## src/rtl/irq_rl_pkg.sv

```systemverilog
package irq_rl_pkg;
    localparam int unsigned CMD_THR_LSB  = 16;
    localparam int unsigned THR_WIDTH    = 8;
    localparam int unsigned THR_AT_RESET = 8;
endpackage

```

## src/rtl/rl_interval_timer.sv

```systemverilog
module rl_interval_timer #(
    parameter int unsigned THR_W = 8
) (
    input  logic             clk,
    input  logic             rst_n,
    input  logic             tick_i,
    input  logic             restart_i,
    input  logic [THR_W-1:0] thr_i,
    output logic             bound_o
);
    typedef struct packed {
        logic [THR_W-1:0] cnt;
    } tmr_t;

    tmr_t tmr_d, tmr_q;
    logic bound_d;

    always_comb begin
        tmr_d   = tmr_q;
        bound_d = 1'b0;
        if (restart_i) begin
            tmr_d.cnt = '0;
        end else if (tick_i && (thr_i != '0)) begin
            if (tmr_q.cnt == (thr_i - THR_W'(1))) begin
                bound_d   = 1'b1;
                tmr_d.cnt = '0;
            end else begin
                tmr_d.cnt = tmr_q.cnt + THR_W'(1);
            end
        end
    end

    always_ff @(posedge clk) begin
        if (!rst_n) tmr_q <= '0;
        else        tmr_q <= tmr_d;
    end

    assign bound_o = bound_d;

    assert_cnt_below_thr_R4: assert property (@(posedge clk) disable iff (!rst_n)
        (thr_i != '0) |-> (tmr_q.cnt < thr_i));
    assert_restart_zero_R7: assert property (@(posedge clk) disable iff (!rst_n)
        restart_i |=> (tmr_q.cnt == '0));
    assert_imm_idle_R6: assert property (@(posedge clk) disable iff (!rst_n)
        (thr_i == '0) |-> (tmr_q.cnt == '0));
endmodule

```

## src/rtl/rl_cause_latch.sv

```systemverilog
module rl_cause_latch #(
    parameter int unsigned N = 4
) (
    input  logic         clk,
    input  logic         rst_n,
    input  logic [N-1:0] evt_i,
    input  logic         clr_en_i,
    input  logic [N-1:0] clr_mask_i,
    output logic [N-1:0] pend_d_o,
    output logic [N-1:0] pend_q_o
);
    typedef struct packed {
        logic [N-1:0] pend;
    } cause_t;

    cause_t cs_d, cs_q;

    always_comb begin
        cs_d = cs_q;
        if (clr_en_i) cs_d.pend = cs_d.pend & ~clr_mask_i;
        cs_d.pend = cs_d.pend | evt_i;
    end

    always_ff @(posedge clk) begin
        if (!rst_n) cs_q <= '0;
        else        cs_q <= cs_d;
    end

    assign pend_d_o = cs_d.pend;
    assign pend_q_o = cs_q.pend;

    assert_evt_kept_R2: assert property (@(posedge clk) disable iff (!rst_n)
        (|evt_i) |=> ((cs_q.pend & $past(evt_i)) == $past(evt_i)));
    assert_clr_applies_R3: assert property (@(posedge clk) disable iff (!rst_n)
        clr_en_i |=> ((cs_q.pend & $past(clr_mask_i & ~evt_i)) == '0));
endmodule

```

## src/rtl/irq_rate_limiter.sv

```systemverilog
module irq_rate_limiter
    import irq_rl_pkg::*;
#(
    parameter int unsigned N_CAUSE = 4,
    parameter int unsigned DATA_W  = 32,
    parameter int unsigned THR_W   = THR_WIDTH,
    parameter int unsigned THR_LSB = CMD_THR_LSB,
    parameter int unsigned THR_RST = THR_AT_RESET
) (
    input  logic               clk,
    input  logic               rst_n,
    input  logic               uframe_tick_i,
    input  logic [N_CAUSE-1:0] event_i,
    input  logic               cmd_wr_i,
    input  logic [DATA_W-1:0]  cmd_wdata_i,
    input  logic               sts_clr_i,
    input  logic [N_CAUSE-1:0] sts_clr_data_i,
    output logic               irq_o,
    output logic [N_CAUSE-1:0] pending_o
);
    localparam int unsigned THR_MSB = THR_LSB + THR_W - 1;

    typedef struct packed {
        logic [THR_W-1:0] thr;
        logic             irq;
    } top_t;

    top_t st_d, st_q;
    logic bound;
    logic [N_CAUSE-1:0] pend_d, pend_q;

    rl_cause_latch #(.N(N_CAUSE)) u_latch (
        .clk        (clk),
        .rst_n      (rst_n),
        .evt_i      (event_i),
        .clr_en_i   (sts_clr_i),
        .clr_mask_i (sts_clr_data_i),
        .pend_d_o   (pend_d),
        .pend_q_o   (pend_q)
    );

    rl_interval_timer #(.THR_W(THR_W)) u_timer (
        .clk       (clk),
        .rst_n     (rst_n),
        .tick_i    (uframe_tick_i),
        .restart_i (cmd_wr_i),
        .thr_i     (st_q.thr),
        .bound_o   (bound)
    );

    always_comb begin
        st_d = st_q;
        if (cmd_wr_i) st_d.thr = cmd_wdata_i[THR_MSB:THR_LSB];
        st_d.irq = (st_q.irq | bound | (st_q.thr == '0)) & (|pend_d);
    end

    always_ff @(posedge clk) begin
        if (!rst_n) begin
            st_q.thr <= THR_W'(THR_RST);
            st_q.irq <= 1'b0;
        end else begin
            st_q <= st_d;
        end
    end

    assign irq_o     = st_q.irq;
    assign pending_o = pend_q;

    assert_irq_has_cause_R5: assert property (@(posedge clk) disable iff (!rst_n)
        st_q.irq |-> (|pend_q));
    assert_rise_on_bound_R4: assert property (@(posedge clk) disable iff (!rst_n)
        ($rose(st_q.irq) && ($past(st_q.thr) != '0)) |-> $past(bound));
    assert_thr_load_R7: assert property (@(posedge clk) disable iff (!rst_n)
        cmd_wr_i |=> (st_q.thr == $past(cmd_wdata_i[THR_MSB:THR_LSB])));
endmodule

```

## config.mk

```make
export PLATFORM = sky130hd
export DESIGN_NAME = irq_rate_limiter
export DESIGN_NICKNAME = d
export VERILOG_FILES = /design/src/rtl/irq_rl_pkg.sv /design/src/rtl/rl_interval_timer.sv /design/src/rtl/rl_cause_latch.sv /design/src/rtl/irq_rate_limiter.sv
export SDC_FILE = /design/constraint.sdc
export NUM_CORES = 1
export LEC_CHECK = 0
export BUFFER_PORTS_ARGS = -buffer_cell sky130_fd_sc_hd__buf_4
export CAP_MARGIN = 30
export CELL_PAD_IN_SITES_DETAIL_PLACEMENT = 0
export CELL_PAD_IN_SITES_GLOBAL_PLACEMENT = 1
export CORE_MARGIN = 3
export CORE_UTILIZATION = 37
export CTS_CLUSTER_DIAMETER = 40
export DETAILED_ROUTE_END_ITERATION = 12
export PLACE_DENSITY = 0.95
export SLEW_MARGIN = 10
export SYNTH_ARGS = -nofsm -noshare
export SYNTH_HDL_FRONTEND = slang
export SYNTH_SLANG_ARGS = --single-unit
export TNS_END_PERCENT = 20
```

## constraint.sdc

```tcl
create_clock -name clk -period 4.8 [get_ports clk]
set_input_delay 0.48 -clock clk [delete_from_list [all_inputs] [get_ports clk]]
set_output_delay 0.48 -clock clk [all_outputs]
set_load 0.02 [all_outputs]
```

Word-level counts from Yosys, hierarchy flattened
Index checks and enable logic that the tools add are counted.

word-level totals
  flip-flop bits (word level) = 21
  output and inout port bits = 5
  input port bits = 45

operators by class
  equality and inequality tests = 1
  mux-type cells = 5
  bitwise operators = 7
  $add $sub $neg = 2
  reduce and logical (&&, ||, !) cells = 5

operators by type and width
  cell                 number
  $add 8x1->8 const B  1
  $eq 8x8->1           1
  $logic_not 8->1      1
  $mux 8               1
  $reduce_bool 8->1    1
  $sub 8x1->8 const B  1
  $and 4x4->4          1
  $mux 4               1
  $not 4->4            1
  $or 4x4->4           1
  $reduce_or 4->1      1
  $mux 1               3
  $or 1x1->1           2
  $reduce_or 2->1      1
  $and 1x1->1          1
  $logic_and 1x1->1    1
  $not 1->1            1

Logic depth before layout (Yosys ltp)
Gate-level depths: netlist of the first run.

  depth in word-level cells = 8
  depth in mapped cells = 8

Hierarchy
Synthesis of the first run repeated with hierarchy kept, for this count alone.

unflattened totals
  cells, all modules = 135
  area total of the unflattened synthesis = 1,243.7 um^2

modules (own cells, without submodules)
  module             area an instance (um^2)  times used  cells each  seq. area each (um^2)
  rl_interval_timer  698.2                    1           83          160.2
  irq_rate_limiter   360.3                    1           31          180.2
  rl_cause_latch     185.2                    1           21          80.1

Least setup slack after synthesis of the first run
Ideal clock, no wire load.

  kind = register to register
  start = register st_q[3] (netlist bit)
  end = register u_timer.tmr_q[5] (netlist bit)
  path buffers = 2
  data required time = 4.681 ns
  period minus slack after synthesis = 1.633 ns
  cell stages (with the launch flop) = 8
  library setup time = 0.119 ns
  arrival time = 1.514 ns
  slack = 3.167 ns
  cell sequence = dfxtp_1 -> buf_6 -> xor2_1 -> mux2_2 -> o21a_1 -> and4bb_1 -> buf_6 -> nor3b_2

between the ends
  cells in the longest elaborated chain, start to end = 3
  elaborated cells between the ends (all ways) = 5
  classes of those cells = 1 x add/sub; 1 x eq/ne; 1 x mux; 2 x reduce/logical

ends and longest elaborated chain
  item                      line                     text
  start: declaration        irq_rate_limiter.sv:28   top_t st_d, st_q;
  start signal: assignment  irq_rate_limiter.sv:62   st_q <= st_d;
  $sub 8x1->8               rl_interval_timer.sv:24  if (tmr_q.cnt == (thr_i - THR_W'(1))) begin
  $eq 8x8->1                rl_interval_timer.sv:24
  $mux 8                    rl_interval_timer.sv:24
  end signal: assignment    rl_interval_timer.sv:35  else tmr_q <= tmr_d;
  end: declaration          rl_interval_timer.sv:15  tmr_t tmr_d, tmr_q;

Several ways; a longest one is shown, not always the timed one.
A chain may end at the register's enable or synchronous reset.

Worst setup path in the final report of the first run
  start = register st_q[3] (netlist bit)
  end = register u_timer.tmr_q[6] (netlist bit)

Same word-level chain as after synthesis.

==> flow_summary.toml, run 1 <==
[routing]
drtPass1Iterations = 4
wl_per_cell_um = 12.6
viasPerCell = 4.83
drt_iter0_drc = 26
routed_wl_um = 2480
route.detailed.drc = 0
vias = 947
ant_nets = 0

[sta]
fin_crit_ns = 2.00
max_freq_mhz = 501
period_share_pct = 41.6
setup_ws_ns = 2.80
rsz0062_at_grt = "false"
final_hold_viol_count = 0
finalSetupViolations = 0
skew_ns = 0.00586
tightest_slew_ns = 0.470
setup_tns_ns = 0
drv_slew = 0
relSlewSlack_pct = 67.9

[worst_setup_path]
slowest_delay_ns = 0.53
reg2reg_depth = 5
cp-start-kind = "flop"
critPathCaptureType = "flop"
cp_cell_sequence = "xor2_1 > mux2_2 > o21a_1 > and4bb_1 > nor2_1"
path_buf_inv = 0
cp.depth = 5
regToRegStartpoint = "st_q[3]"
crit_slowest_cell = "dfxtp_1"
startpoint = "st_q[3]"
path_max_fanout = 8
cp_top_family = "simple AND/OR/NAND/NOR gates"
worstPathRequired_ns = 5.00
criticalPathCategory = "reg -> reg"
cp.arrival_ns = 2.20

[cts]
hold_buffers = 0
clkSinkCount = 21
clk_pin_slew_ns = 0.12
cts_buffers = 3
post-cts-setup-buffers = 0
cts_root_buffer = "clkbuf_4"
cts_tree = "yes"
post_cts_resized = 0
clkLatencyLatePin_ns = 0.31
clock_path_buffers = 2
htreeDepth = 1

[finish]
nets = 201
drive_gt1_share_pct = 23.7
n_antenna_cell = 0
syn_to_final_growth_pct = 19.5

[placed_design]
place_congestion = 0.836
numPortBuffers = 25
dp_hpwl_um = 1970
dp_slack_ns = 2.81

[power_and_ir_drop]
peakVddDrop_uv = 156
total_leakage_power_nw = 0.650
power.density_nw_per_um2 = 246

[floorplan]
dieArea_sq_um = 3960
pin_count = 50
initial_utilization_pct = 39.0
chipHeight_um = 62.9
rows = 20
die-width_um = 62.9
coreArea_sq_um = 3080

[global_routing]
grt.overflow.total = 0
grt_pass1_vias = 1012
grt_pass1_wl_um = 4310
grtUsageTotal_pct = 13.2
grt_max_degree = 14
antenna_found_initial = 0

[run]
max_cap_viol_count = 0

[worst_hold_path]
min_path_cells = 3
hold_class = "in -> reg"
min_from = "cmd_wdata_i[19]"

[synth]
syn_avg_cell_area_sq_um = 9.37
yosys_warnings = 0
synth_cell_types = 36
synth_xor_area_share_pct = 13.1
synth_compound_area_share_pct = 12.3
synth_fa_ha_area_share_pct = 3.13
synth_top_family_by_area = "simple AND/OR/NAND/NOR gates"
seq_area_frac_synth_pct = 35.0
synth.area.mux_share_pct = 8.45
syn_nets = 176
syn-cell-area_sq_um = 1200
ys_ff_latch = 21
synthSimpleGateAreaFrac_pct = 22.8
syn_inst = 128

[run_status]
run_status = "finished, final reports clean"
per-stage QoR:
stage	utilization (%)	instance area, sq um	instances	power [mW]	hold slack, ns
after detailed placement	45.7	1410	192	0.269	0.535
after global placement	45.7	1410	192	0.266	0.527
after global routing	46.6	1430	196	0.369	0.399
after CTS	46.6	1430	196	0.356	0.381
after floorplan	-	1200	128	0.242	0.521
final	46.6	1430	196	0.352	0.388
logic make-up (layout without fill, tap and decap cells):
kind of cell               after synthesis  in the layout
and+or+nand+nor                         44             44
DFF                                     21             21
AOI/OAI and AO/OA                       20             20
xor gates and xnor gates                18             18
buffers and inverters                   12             36
muxes                                   10             10
adders and majority gates                3              3
cell usage after synthesis:
library cell,count,area (sq um)
dfxtp_1,21,420
xor2_1,11,96.3
nand2_1,10,37.5
mux2i_1,9,90.1
nor2_1,8,30.0
nor2b_1,8,50.1
inv_1,7,26.3
xnor2_1,7,61.3
a21boi_0,4,30.0
o21ai_0,4,20.0
a21oi_1,3,15.0
ha_1,3,37.5
nand4_1,3,18.8
nor3b_2,3,37.5
a211oi_1,2,15.0
and4_1,2,17.5
buf_6,2,22.5
clkbuf_1,2,7.51
nor3_1,2,10.0
a2111oi_0,1,8.76
a21o_4,1,15.0
a31oi_1,1,6.26
and3_1,1,6.26
and4bb_1,1,12.5
buf_2,1,5.00
mux2_2,1,11.3
nand3_1,1,5.00
nand3b_1,1,7.51
nor2_2,1,6.26
nor3b_1,1,7.51
nor4_4,1,21.3
o2111ai_1,1,8.76
o21a_1,1,7.51
o22ai_2,1,12.5
o41ai_1,1,8.76
or3_1,1,6.26
final cells by class:
type	count	area, sq um
clock buffer	4	26.3
inverter	7	26.3
tap	44	55.1
multi-input combinational	95	718
sequential	21	420
fill	302	1640
timing repair buffer	25	188
state kept, by name, summed over array words and instances, names as in the netlist:
| register | cells |
|---|---|
| irq_o | 1 |
| st_q | 8 |
| u_latch.pend_q_o | 4 |
| u_timer.tmr_q | 8 |
metal layers:
layer	GRT usage, %	part of all wire (%)	up-vias
met3	2.52	4.4	2
met5	0	0	-
met2	23.5	50	19
met4	4.96	0.69	0
li1	-	-	490
met1	15.4	45	436
worst register-to-register path: cells and delay by family, from the launching register on:
family                    cells  cell delay [ns]
xor gates and xnor gates      1             0.24
muxes                         1             0.37
and+or+nand+nor               2             0.56
DFF                           1             0.53
AOI/OAI and AO/OA             1             0.19
placed cells by master (no fill, tap or decap), types with 4 or more instances in the layout:
| master | Yosys | final |
|---|---|---|
| xnor2_1 | 7 | 7 |
| inv_1 | 7 | 7 |
| buf_4 | 0 | 25 |
| o21ai_0 | 4 | 4 |
| mux2i_1 | 9 | 9 |
| dfxtp_1 | 21 | 21 |
| a21boi_0 | 4 | 4 |
| nor2b_1 | 8 | 8 |
| xor2_1 | 11 | 11 |
| nand2_1 | 10 | 10 |
| nor2_1 | 8 | 8 |
power by group:
part	internal, mW	leakage (nW)	switching [mW]
logic	0.0383	0.462	0.0338
clock network	0.0325	0.0150	0.0547
registers	0.183	0.172	0.00996
worst paths after layout:
kind	to	slack, ns
max reg2reg	u_timer.tmr_q[6]	2.80
min reg2reg	irq_o	0.56
max	u_timer.tmr_q[6]	2.80
min	st_q[4]	0.39
Power figures use the tool's default switching activity.
==> run 2: changes to the inputs <==
- CORE_UTILIZATION: 37 -> 34
- PLACE_DENSITY: 0.95 -> 0.9
- clock period: 4.8 -> 1.95 ns (I/O delays scaled with it)
==> flow_summary.toml, run 2 (same netlist as run 1, synthesis figures left out) <==
[sta]
period_share_pct = 93.4
rsz0062_at_grt = "false"
fin_crit_ns = 1.82
final_hold_viol_count = 0
drv_slew = 0
setup_tns_ns = 0
relSlewSlack_pct = 65.0
tightest_slew_ns = 0.524
skew_ns = 0.00183
finalSetupViolations = 0
max_freq_mhz = 549

[run]
max_cap_viol_count = 0

[cts]
clkSinkCount = 21
hold_buffers = 0
cts_tree = "yes"
clock_path_buffers = 2
clk_pin_slew_ns = 0.12
clkLatencyLatePin_ns = 0.31
htreeDepth = 1
cts_root_buffer = "clkbuf_4"
cts_buffers = 3

[global_routing]
grtUsageTotal_pct = 12.7
grt.overflow.total = 0
grt_pass1_wl_um = 4260
grt_max_degree = 14
antenna_found_initial = 0
grt_pass1_vias = 982

[finish]
num-fill-cells = 335
n_antenna_cell = 0
syn_to_final_growth_pct = 22.7
mostFrequentLayoutCells = "29 x buf_4, 21 x dfxtp_1, 11 x xor2_1"
drive_gt1_share_pct = 26.3
nets = 205
final_common_cell = "buf_4"

[worst_hold_path]
hold_class = "in -> reg"

[routing]
route.detailed.drc = 0
drt_iter0_drc = 25
vias = 981
ant_nets = 0
drtPass1Iterations = 4
wl_per_cell_um = 12.5
viasPerCell = 4.91
routed_wl_um = 2500

[placed_design]
dp_hpwl_um = 1980
numPortBuffers = 25
place_congestion = 0.751

[floorplan]
pin_count = 50
die-width_um = 65.4
chipHeight_um = 65.4
rows = 20
initial_utilization_pct = 37.5
coreArea_sq_um = 3200
dieArea_sq_um = 4280

[worst_setup_path]
crit_slowest_cell = "dfxtp_1"
slowest_delay_ns = 0.38
cp-start-kind = "flop"
cpMostUsedCell = "buf_4"
critPathCaptureType = "flop"
path_max_fanout = 8
cp_cell_sequence = "buf_4 > o41ai_1 > mux2_2 > o21a_1 > and4bb_1 > buf_4 > nor3b_2"
criticalPathCategory = "reg -> reg"
worstPathRequired_ns = 2.20
cp.arrival_ns = 2.08

[power_and_ir_drop]
power.density_nw_per_um2 = 596
peakVddDrop_uv = 451
total_leakage_power_nw = 0.676
finalPower_mw = 0.877

[run_status]
run_status = "finished, final reports clean"
-- run 2: area by class of cell --
| class | instances | area [sq um] | area share [%] |
|---|---|---|---|
| Multi-Input combinational cell | 95 | 726 | 49.3 |
| Tap cell | 44 | 55.1 | 3.74 |
| Clock buffer | 3 | 22.5 | 1.53 |
| Sequential cell | 21 | 420 | 28.5 |
| Clock inverter | 1 | 5.00 | 0.340 |
| Timing Repair Buffer | 29 | 218 | 14.8 |
| Inverter | 7 | 26.3 | 1.78 |
-- run 2: path summary, 6_finish.rpt --
path,depth (start not counted),startpoint,endpoint,slack [ns]
worst min register to register,2,st_q[2],st_q[2],0.56
worst max-delay path,7,st_q[3],u_timer.tmr_q[1],0.13
worst max register to register,7,st_q[3],u_timer.tmr_q[1],0.13
worst min-delay path,3,cmd_wdata_i[19],st_q[4],0.08
-- run 2: stage by stage --
stage                     hold slack, ns  cell area [sq um]  std cells  setup WS, ns  util (%)
after floorplan                    0.323               1200        128         0.317         -
after global placement             0.408               1440        196         0.159      44.9
after detailed placement           0.416               1440        196         0.140      44.9
after CTS                         0.0859               1470        200        0.0875      45.7
after global routing              0.0872               1470        200       0.00672      46.0
final                             0.0850               1470        200         0.128      46.0
-- run 2: critical path, delay by kind of cell, from the launching register on --
kind                   cells  cell delay [ns]
AOI/OAI and AO/OA          2             0.49
and+or+nand+nor            2             0.34
DFF                        1             0.38
muxes                      1             0.22
buffers and inverters      2             0.33
-- run 2: what timing repair did --
item	in CTS	in global routing
setup endpoints to repair	0	5
resized for setup	0	2
setup buffers	0	0
-- run 2: power by group --
part / internal (mW) / switching, mW
clock network: 0.0769 / 0.140
registers: 0.450 / 0.0225
logic: 0.101 / 0.0862
total: 0.628 / 0.249
-- run 2: per-layer routing --
layer / vias to the layer above / global-route usage [%] / wire length (um)
li1: 498 / - / -
met1: 457 / 15.0 / 1060
met2: 21 / 22.1 / 1260
met3: 5 / 3.76 / 150
met4: 0 / 3.89 / 32
met5: - / 0 / 0
==> run 3: changes to the inputs <==
- ABC_AREA: unset -> 1
- CORE_UTILIZATION: 34 -> 33
==> flow_summary.toml, run 3 <==
[cts]
clk_pin_slew_ns = 0.08
cts_tree = "yes"
cts_root_buffer = "clkbuf_8"
clkLatencyLatePin_ns = 0.26
clock_path_buffers = 2
hold_buffers = 0
cts_buffers = 3
clkSinkCount = 21
htreeDepth = 1
post_cts_resized = 0
post-cts-setup-buffers = 0

[synth]
synth.top_cells.by_count = "48 x nand2_1, 22 x inv_1, 21 x dfxtp_1"
syn-cell-area_sq_um = 1330
syn_nets = 234
syn_avg_cell_area_sq_um = 7.14
synth_area_leader_cell = "dfxtp_1"
yosysMostFrequentCell = "nand2_1"
seq_area_frac_synth_pct = 31.7
synth_ff_type = "dfxtp_1"
synth_cell_types = 27
ys_ff_latch = 21
netlist.area_leader.share_pct = 31.7
ys_async_sr_fraction_pct = 0
synth_edf_count = 0
yosys_warnings = 0
syn_inst = 186
ys_top_cells_by_area = "dfxtp_1 32%, nand2_1 14%, inv_1 6.2%"

[worst_setup_path]
criticalPathCategory = "reg -> reg"
critPathCaptureType = "flop"
cp-start-kind = "flop"
cp.arrival_ns = 1.89
worstPathRequired_ns = 2.11
path_max_fanout = 6

[sta]
skew_ns = 0.00442
finalSetupViolations = 0
period_share_pct = 88.9
relSlewSlack_pct = 74.1
setup_tns_ns = 0
max_freq_mhz = 577
final_hold_viol_count = 0
tightest_slew_ns = 0.389
rsz0062_at_grt = "false"
drv_slew = 0
fin_crit_ns = 1.73

[finish]
mostFrequentLayoutCells = "48 x nand2_1, 25 x buf_4, 22 x inv_1"
final_common_cell = "nand2_1"
nets = 263
n_antenna_cell = 0
regArea_sq_um = 420
design_area_sq_um = 1610
num-fill-cells = 402
drive_gt1_share_pct = 29.0
syn_to_final_growth_pct = 21.5
multi_input_area_sq_um = 798

[routing]
drt_iter0_drc = 31
wl_per_cell_um = 10.3
viasPerCell = 4.45
routed_wl_um = 2700
drtPass1Iterations = 4
vias = 1166
ant_nets = 0
route.detailed.drc = 0

[placed_design]
dp_hpwl_um = 2190
place_congestion = 0.808
place_area_sq_um = 1570
numPortBuffers = 25

[run_status]
run_status = "finished, final reports clean"

[power_and_ir_drop]
clkPwrFrac_pct = 29.0
p_int_mw = 0.693
peakVddDrop_uv = 461
swShare_pct = 29.7
power.switching_mw = 0.292
total_leakage_power_nw = 0.754
power_frac_seq_pct = 47.7
combPwrFrac_pct = 23.2
power.density_nw_per_um2 = 611

[global_routing]
grt.overflow.total = 0
grt_pass1_vias = 1092
grt_pass1_wl_um = 4730
antenna_found_initial = 0
grtUsageTotal_pct = 12.1
grt_max_degree = 15

[run]
max_cap_viol_count = 0

[floorplan]
pin_count = 50
die-width_um = 69.4
dieArea_sq_um = 4820
initial_utilization_pct = 35.2
chipHeight_um = 69.4
coreArea_sq_um = 3770
rows = 22

[worst_hold_path]
hold_class = "in -> reg"
-- run 3: worst max-delay path: stages (launching register included) --
cell     delay, ns
dfxtp_1       0.44
inv_1         0.14
ha_1          0.32
xor2_1        0.14
nand2_1       0.07
nor2_2        0.12
nand2_2       0.09
inv_2         0.07
nand3_4       0.07
nand2_4       0.12
nor2_2        0.05
-- run 3: path summary, 6_finish.rpt --
kind / from / endpoint / slack, ns / cells past startpoint
hold / removal: cmd_wdata_i[19] / st_q[4] / 0.15 / 3
setup / recovery: st_q[1] / u_timer.tmr_q[4] / 0.22 / 10
setup reg to reg: st_q[1] / u_timer.tmr_q[4] / 0.22 / 10
hold reg to reg: u_latch.pend_q_o[0] / u_latch.pend_q_o[0] / 0.49 / 2
-- run 3: cell type report --
class / instances / area share [%]
multi-input combinational: 137 / 49.5
sequential: 21 / 26.1
timing repair buffer: 25 / 11.6
inverter: 27 / 6.28
tap: 48 / 3.72
clock buffer: 4 / 2.79
-- run 3: through the flow --
| step | power (mW) | util [%] | cells | setup WS, ns | hold WS [ns] |
|---|---|---|---|---|---|
| 6_report | 0.985 | 42.8 | 262 | 0.217 | 0.147 |
| 5_1_grt | 1.05 | 42.8 | 262 | 0.0718 | 0.147 |
| 4_1_cts | 1.01 | 42.8 | 262 | 0.218 | 0.138 |
| 3_5_place_dp | 0.711 | 41.6 | 258 | 0.236 | 0.415 |
| 3_3_place_gp | 0.709 | 41.6 | 258 | 0.256 | 0.412 |
| 2_1_floorplan | 0.637 | - | 186 | 0.385 | 0.307 |
-- run 3: cells by family after synthesis --
group / after synthesis / share of synthesized area [%]
fa+ha+maj: 3 / 2.83
simple gates: 102 / 42.0
xor+xnor: 8 / 5.28
compound gates: 24 / 9.99
flops: 21 / 31.7
buf+inv: 28 / 8.20
-- run 3: per-layer routing --
layer | global-route usage, % | vias to the layer above | routed length, um
met1 | 15.0 | 493 | 1270
li1 | - | 639 | -
met2 | 19.4 | 30 | 1210
met4 | 3.90 | 0 | 36
met3 | 4.20 | 4 | 182
met5 | 0 | - | 0
-- run 3: power groups by stage --
stage / Combinational (mW) / Clock (mW) / Sequential [mW]
after floorplan: 0.149 / 0 / 0.488
after global placement: 0.229 / 0 / 0.480
after detailed placement: 0.231 / 0 / 0.481
after CTS: 0.232 / 0.304 / 0.470
after global routing: 0.259 / 0.316 / 0.474
final: 0.229 / 0.286 / 0.470
